## config.mk

```make
export PLATFORM = sky130hd
export DESIGN_NAME = cart_bank_ctrl
export DESIGN_NICKNAME = d
export VERILOG_FILES = /design/src/rtl/cbc_pkg.sv /design/src/rtl/cbc_reg_file.sv /design/src/rtl/cbc_prg_map.sv /design/src/rtl/cbc_chr_map.sv /design/src/rtl/cart_bank_ctrl.sv
export SDC_FILE = /design/constraint.sdc
export NUM_CORES = 1
export LEC_CHECK = 0
export BUFFER_PORTS_ARGS = -buffer_cell sky130_fd_sc_hd__buf_2
export CORE_MARGIN = 2
export CORE_UTILIZATION = 50
export CTS_BUF_LIST = sky130_fd_sc_hd__clkbuf_16
export DETAILED_ROUTE_END_ITERATION = 16
export PLACE_DENSITY = 0.76
export SYNTH_ARGS = -nofsm -noshare
export SYNTH_HDL_FRONTEND = slang
export SYNTH_SLANG_ARGS = --single-unit
```

## constraint.sdc

```tcl
create_clock -name clk -period 2.17 [get_ports clk]
set_clock_uncertainty 0.1 [all_clocks]
set_input_delay 0.651 -clock clk [delete_from_list [all_inputs] [get_ports clk]]
set_output_delay 0.651 -clock clk [all_outputs]
set_load 0.02 [all_outputs]
```

## src/rtl/cbc_pkg.sv

```systemverilog
package cbc_pkg;

    typedef enum logic {
        MIR_HORZ = 1'b0,
        MIR_VERT = 1'b1
    } mir_e;

    typedef enum logic [3:0] {
        SEL_NONE,
        SEL_PRG0,
        SEL_PRG1,
        SEL_PRG2,
        SEL_PAT2K_LO,
        SEL_PAT2K_HI,
        SEL_PAT1K_4,
        SEL_PAT1K_5,
        SEL_PAT1K_6,
        SEL_PAT1K_7,
        SEL_MIRROR
    } reg_sel_e;

    typedef struct packed {
        logic [7:0] prg0;
        logic [7:0] prg1;
        logic [7:0] prg2;
        logic [5:0] pat2k_lo;
        logic [5:0] pat2k_hi;
        logic [7:0] pat1k_4;
        logic [7:0] pat1k_5;
        logic [7:0] pat1k_6;
        logic [7:0] pat1k_7;
        logic       nt_lo;
        logic       nt_hi;
        mir_e       mir;
    } bank_regs_t;

    // Program window registers decode on address pairs (addr[15:1]).
    localparam logic [14:0] PAIR_PRG0 = 15'h3F7D;
    localparam logic [14:0] PAIR_PRG1 = 15'h3F7E;
    localparam logic [14:0] PAIR_PRG2 = 15'h3F7F;
    localparam logic [15:0] ADR_PAT2K_LO = 16'h7EF0;
    localparam logic [15:0] ADR_PAT2K_HI = 16'h7EF1;
    localparam logic [15:0] ADR_PAT1K_4  = 16'h7EF2;
    localparam logic [15:0] ADR_PAT1K_5  = 16'h7EF3;
    localparam logic [15:0] ADR_PAT1K_6  = 16'h7EF4;
    localparam logic [15:0] ADR_PAT1K_7  = 16'h7EF5;
    localparam logic [15:0] ADR_MIRROR   = 16'h7EF6;

endpackage

```

## src/rtl/cbc_reg_file.sv

```systemverilog
module cbc_reg_file
    import cbc_pkg::*;
#(
    parameter int PRG_BANKS = 32
) (
    input  logic        clk,
    input  logic        rst_n,
    input  logic        wr_en,
    input  logic [15:0] addr,
    input  logic [7:0]  data,
    output bank_regs_t  regs
);

    reg_sel_e   sel;
    mir_e       mir_q;
    mir_e       mir_d;
    bank_regs_t bank_q;

    // Address decode, gated by the write strobe.
    always_comb begin
        sel = SEL_NONE;
        if (wr_en) begin
            if      (addr[15:1] == PAIR_PRG0) sel = SEL_PRG0;
            else if (addr[15:1] == PAIR_PRG1) sel = SEL_PRG1;
            else if (addr[15:1] == PAIR_PRG2) sel = SEL_PRG2;
            else if (addr == ADR_PAT2K_LO)    sel = SEL_PAT2K_LO;
            else if (addr == ADR_PAT2K_HI)    sel = SEL_PAT2K_HI;
            else if (addr == ADR_PAT1K_4)     sel = SEL_PAT1K_4;
            else if (addr == ADR_PAT1K_5)     sel = SEL_PAT1K_5;
            else if (addr == ADR_PAT1K_6)     sel = SEL_PAT1K_6;
            else if (addr == ADR_PAT1K_7)     sel = SEL_PAT1K_7;
            else if (addr == ADR_MIRROR)      sel = SEL_MIRROR;
        end
    end

    // Mirroring state register.
    always_ff @(posedge clk or negedge rst_n) begin
        if (!rst_n) mir_q <= MIR_HORZ;
        else        mir_q <= mir_d;
    end

    // Mirroring transitions: SET_VERT, SET_HORZ, otherwise HOLD.
    always_comb begin
        mir_d = mir_q;
        unique case (mir_q)
            MIR_HORZ: if (sel == SEL_MIRROR && data[0])  mir_d = MIR_VERT;
            MIR_VERT: if (sel == SEL_MIRROR && !data[0]) mir_d = MIR_HORZ;
            default:  mir_d = MIR_HORZ;
        endcase
    end

    // Bank number registers.
    always_ff @(posedge clk or negedge rst_n) begin
        if (!rst_n) begin
            bank_q.prg0     <= 8'd0;
            bank_q.prg1     <= 8'd1;
            bank_q.prg2     <= 8'(PRG_BANKS - 2);
            bank_q.pat2k_lo <= 6'd0;
            bank_q.pat2k_hi <= 6'd1;
            bank_q.pat1k_4  <= 8'd4;
            bank_q.pat1k_5  <= 8'd5;
            bank_q.pat1k_6  <= 8'd6;
            bank_q.pat1k_7  <= 8'd7;
            bank_q.nt_lo    <= 1'b0;
            bank_q.nt_hi    <= 1'b0;
            bank_q.mir      <= MIR_HORZ;
        end else begin
            unique case (sel)
                SEL_PRG0:     bank_q.prg0 <= data;
                SEL_PRG1:     bank_q.prg1 <= data;
                SEL_PRG2:     bank_q.prg2 <= data;
                SEL_PAT2K_LO: begin
                    bank_q.pat2k_lo <= data[6:1];
                    bank_q.nt_lo    <= data[7];
                end
                SEL_PAT2K_HI: begin
                    bank_q.pat2k_hi <= data[6:1];
                    bank_q.nt_hi    <= data[7];
                end
                SEL_PAT1K_4:  bank_q.pat1k_4 <= data;
                SEL_PAT1K_5:  bank_q.pat1k_5 <= data;
                SEL_PAT1K_6:  bank_q.pat1k_6 <= data;
                SEL_PAT1K_7:  bank_q.pat1k_7 <= data;
                default:      bank_q.mir <= bank_q.mir;
            endcase
        end
    end

    // Output process: present the registers with the live mirroring state.
    always_comb begin
        regs     = bank_q;
        regs.mir = mir_q;
    end

endmodule

```

## src/rtl/cbc_prg_map.sv

```systemverilog
module cbc_prg_map
    import cbc_pkg::*;
#(
    parameter int PRG_BANKS = 32,
    localparam int PRG_W = $clog2(PRG_BANKS)
) (
    input  bank_regs_t        regs,
    input  logic [15:0]       cpu_addr,
    output logic [PRG_W-1:0]  prg_bank
);

    localparam logic [7:0] LAST_BANK = 8'(PRG_BANKS - 1);

    logic [7:0] raw;
    logic       unused_prg;

    always_comb begin
        unique case (cpu_addr[14:13])
            2'd0:    raw = regs.prg0;
            2'd1:    raw = regs.prg1;
            2'd2:    raw = regs.prg2;
            default: raw = LAST_BANK;
        endcase
    end

    assign prg_bank   = raw[PRG_W-1:0];
    assign unused_prg = ^{regs, raw, cpu_addr[15]};

endmodule

```

## src/rtl/cbc_chr_map.sv

```systemverilog
module cbc_chr_map
    import cbc_pkg::*;
#(
    parameter int PRG_BANKS    = 32,
    parameter int CHR_BANKS_1K = 256,
    parameter bit CHR_PRESENT  = 1'b1,
    localparam int CHR_W = $clog2(CHR_BANKS_1K),
    localparam bit NT_SEL = (PRG_BANKS == 32)
) (
    input  bank_regs_t        regs,
    input  logic [13:0]       ppu_addr,
    output logic [CHR_W-1:0]  chr_page,
    output logic              ntram_page
);

    logic [7:0] page8;
    logic       unused_chr;

    generate
        if (CHR_PRESENT) begin : g_rom
            always_comb begin
                unique case (ppu_addr[12:10])
                    3'd0, 3'd1: page8 = {1'b0, regs.pat2k_lo, ppu_addr[10]};
                    3'd2, 3'd3: page8 = {1'b0, regs.pat2k_hi, ppu_addr[10]};
                    3'd4:       page8 = regs.pat1k_4;
                    3'd5:       page8 = regs.pat1k_5;
                    3'd6:       page8 = regs.pat1k_6;
                    default:    page8 = regs.pat1k_7;
                endcase
            end
        end else begin : g_ram
            always_comb page8 = {5'd0, ppu_addr[12:10]};
        end

        if (NT_SEL) begin : g_ntsel
            always_comb ntram_page = ppu_addr[11] ? regs.nt_hi : regs.nt_lo;
        end else begin : g_mirror
            always_comb begin
                unique case (regs.mir)
                    MIR_VERT: ntram_page = ppu_addr[10];
                    default:  ntram_page = ppu_addr[11];
                endcase
            end
        end
    endgenerate

    assign chr_page   = page8[CHR_W-1:0];
    assign unused_chr = ^{regs, page8, ppu_addr[13]};

endmodule

```

## src/rtl/cart_bank_ctrl.sv

```systemverilog
module cart_bank_ctrl
    import cbc_pkg::*;
#(
    parameter int PRG_BANKS    = 32,
    parameter int CHR_BANKS_1K = 256,
    parameter bit CHR_PRESENT  = 1'b1,
    localparam int PRG_W = $clog2(PRG_BANKS),
    localparam int CHR_W = $clog2(CHR_BANKS_1K)
) (
    input  logic              clk,
    input  logic              rst_n,
    input  logic              cpu_wr,
    input  logic [15:0]       cpu_addr,
    input  logic [7:0]        cpu_data,
    input  logic [13:0]       ppu_addr,
    output logic [PRG_W-1:0]  prg_bank,
    output logic [CHR_W-1:0]  chr_page,
    output logic              ntram_page
);

    bank_regs_t regs;

    cbc_reg_file #(.PRG_BANKS(PRG_BANKS)) u_regs (
        .clk   (clk),
        .rst_n (rst_n),
        .wr_en (cpu_wr),
        .addr  (cpu_addr),
        .data  (cpu_data),
        .regs  (regs)
    );

    cbc_prg_map #(.PRG_BANKS(PRG_BANKS)) u_prg (
        .regs     (regs),
        .cpu_addr (cpu_addr),
        .prg_bank (prg_bank)
    );

    cbc_chr_map #(
        .PRG_BANKS    (PRG_BANKS),
        .CHR_BANKS_1K (CHR_BANKS_1K),
        .CHR_PRESENT  (CHR_PRESENT)
    ) u_chr (
        .regs       (regs),
        .ppu_addr   (ppu_addr),
        .chr_page   (chr_page),
        .ntram_page (ntram_page)
    );

endmodule

```

==> results by group <==
Run status
  – Status: complete, but fails checks
  – Failing checks: negative setup slack

Global route
  – Pin count of the biggest net entering global routing: 49
  – Total GRT Usage: 0.217
  – Met1 track demand over resource: 0.281
  – Wire length of the first global-routing pass: 10.7 mm
  – GRT met3 Usage: 0.0337
  – Fraction of met2 tracks used by global routing: 0.356
  – Number of antenna violations at the first check in global routing: 0
  – Top Usage Layer GRT: met2
  – Vias in the first global route: 2234
  – Gr ovfl total: 0

Setup path
  – Cell-by-cell listing of the critical path: buf_12 -> buf_12 -> mux2i_1 -> o21ai_1 -> nand2_1 -> a21oi_4 -> buf_6
  – Arrival time at the worst endpoint: 1.54 ns
  – Crit Reg-Reg Startpoint: u_regs.regs[39]$_DFFE_PN0N_
  – R2r setup slk: 1.29 ns
  – Data required time at the worst endpoint: 1.42 ns
  – Terminus of the critical flop-to-flop path: u_regs.regs[39]$_DFFE_PN0N_
  – Slowest-stage cell, CP: o21ai_1
  – Worst path bufs/invs: 3
  – Largest stage delay, worst path: 0.14 ns
  – CP dominant cell by count: buf_12
  – CP endpoint kind: primary output
  – Critical path destination: chr_page[4]
  – CP delay by family, top: buffers and inverters
  – FF-to-FF path depth: 1
  – Critical Path Source Type: input pin
  – Launch point of the critical path: ppu_addr[11]
  – CP Depth: 7
  – Critical Path Fanout Max: 7
  – Category of the most critical setup path: in2out

Timing
  – Count of endpoints failing hold in the final timing report: 0
  – Final count of negative-setup-slack endpoints: 8
  – Final worst setup slack: -0.124 ns
  – Time the final worst path needs with I/O delays and setup: 2.29 ns
  – Final Max Slew Viols: 0
  – Worst slew slack as a fraction of its limit: 0.772
  – Setup repair after global routing missed its margin: true
  – Post-route setup TNS: -0.727 ns
  – Slew at the pin closest to its max-slew limit: 0.342 ns
  – Final cycle utilization of the critical path: 1.06
  – F_max: 0.436 GHz

Floorplan
  – Placement Rows: 28
  – Overall die area: 6750 um^2
  – Horizontal die dimension: 82.2 um
  – I/O pin count: 55
  – Initial core utilization: 0.516
  – Chip height: 82.2 um
  – CORE AREA: 5920 um^2

Layout
  – Area taken by flip-flops and latches: 1540 um^2
  – Footprint of the multi-input gates: 1580 um^2
  – Antenna Cells: 0
  – # fillers: 392
  – Area added between synthesis and finish: 37.6%
  – Post-layout net count: 348
  – Layout cells sized above 1: 0.641
  – Number of flip-flops under the largest register name: 61
  – Final cell utilization of the core: 0.710
  – Post-route cell area: 4200 um^2

Power and ir drop
  – Leakage: 2.06 nW
  – IR Drop Worst-Case VDD: 527 uV
  – Overall power: 2.74 mW
  – Pwr dens: 652 nW/um^2

Placement
  – Half-perimeter wire length of the detailed placement result: 4.40 mm
  – Placement-stage worst setup slack: -0.231 ns
  – Total of buffers placed on input and output ports: 43
  – Global placer's final weighted congestion: 0.731
  – Post-detailed-placement cell area: 3700 um^2

Synth
  – Library cells used by synthesis: 36
  – Top area cells in the synthesized netlist: dfrtp_1 (38%), mux2_2 (24%), dfstp_2 (12%)
  – Post-synthesis instance area: 3060 um^2
  – Largest area contributor in the synthesized netlist: dfrtp_1
  – Library cell with the highest instance count after synthesis: mux2_2
  – Seq/Total Area, Yosys: 0.505
  – Syn Nets: 274
  – Fraction of synthesized cell area taken by the top area cell type: 0.385
  – Synthesized area per cell: 13.1 um^2
  – Top_reg_cell synth: dfrtp_1
  – Post-synth top cells: mux2_2 (66), dfrtp_1 (47), dfstp_2 (14), o21ai_0 (13), nor2_1 (10)
  – Gate count of the mapped netlist: 233
  – Synth async-reset ratio: 1.00
  – EDFF count, synth: 0
  – Register bit total from synthesis: 61
  – Yosys warning total: 0

Clock tree
  – TritonCTS clock tree: built
  – Number of clock buffers inserted by TritonCTS: 9
  – Buffer levels on the longest clock path: 2
  – Clock sink total: 61
  – Hold-fix buffers, CTS: 0
  – CTS H-tree lvls: 3
  – Post-CTS clock slew at the launch and capture registers of the worst setup and hold paths: 0.05 ns
  – Clock root buffer master: clkbuf_16
  – Worst skew pair latency: 0.32 ns

Routing
  – Vias after detailed routing: 2182
  – Wire length reported by the detailed router: 6.74 mm
  – Via-per-instance ratio: 5.64
  – ANT nets after route: 0
  – Number of search-and-repair iterations in the first detailed-routing pass: 4
  – Average wire length per cell after detail routing: 17.4 um
  – Drt initial violations: 87
  – Total DRC errors in the routed layout: 0

Hold path
  – Worst Hold Class: in2async

Job
  – Number of violations of the max-capacitance limit: 0
==> cell families (layout without fill, tap and decap cells) <==
logic type             Yosys count  in the layout  share of synthesized area
muxes                           74             74                      0.274
DFF                             61             61                      0.505
AOI/OAI and AO/OA               32             32                     0.0651
and+or+nand+nor                 48             48                      0.132
buffers and inverters           18             97                     0.0233
==> worst min path at each step <==
| stage | slack (ns) | end |
|---|---|---|
| 4_1_cts | 0.13 | u_regs.regs[18]$_DFFE_PN0N_ |
| 3_3_place_gp | 0.37 | u_regs.regs[25]$_DFFE_PN0N_ |
| 5_1_grt | 0.15 | u_regs.regs[18]$_DFFE_PN0N_ |
| 2_1_floorplan | 0.26 | u_regs.regs[10]$_DFFE_PN0N_ |
| 6_report | 0.12 | u_regs.regs[25]$_DFFE_PN0N_ |
| 3_5_place_dp | 0.39 | u_regs.regs[25]$_DFFE_PN0N_ |
==> metal layers <==
metal	vias up	wire length (um)
li1	1012	-
met1	1113	3020
met2	45	3370
met3	12	217
met4	0	125
met5	-	0
==> report_power, final <==
part           internal, mW  total (mW)  switching (mW)
sequential             1.14        1.14        0.000257
combinational         0.113       0.252           0.139
clock                 0.869        1.35           0.479
total                  2.12        2.74           0.619
==> layout by cell type (no fill, tap or decap), types with 2 or more instances in the layout <==
cell type,count
mux2_2,61
dfrtp_1,47
buf_2,26
buf_4,24
dfstp_2,14
buf_6,12
o21ai_1,11
clkbuf_16,9
buf_12,9
inv_1,8
nand2_1,7
mux2i_1,6
nand3b_1,6
nor2_1,5
nor2_2,5
mux2_4,5
o22a_1,5
a21oi_4,4
a22oi_1,3
a22oi_2,3
nor4_4,3
clkinv_1,3
nand2_4,2
nand2b_1,2
a21oi_2,2
nor3b_2,2
nand4_2,2
==> metrics by stage <==
step	instances	hold slack, ns
floorplan	233	0.255
global placement	369	0.371
detailed placement	369	0.387
CTS	387	0.133
global route	387	0.145
finish	387	0.125
==> cell type report <==
type,instances,share of cell area
multi-input combinational,154,0.376
sequential,61,0.367
timing repair buffer,73,0.159
clock buffer,9,0.0536
tap,75,0.0223
clock inverter,7,0.0137
inverter,8,0.00774
==> repair_timing <==
action | CTS | global route
endpoints found under the setup margin | 14 | 13
gates resized for setup | 54 | 8
pin swaps | 18 | 8
setup buffers | 1 | 0
cloned | 1 | 0
Power figures use the tool's default switching activity.
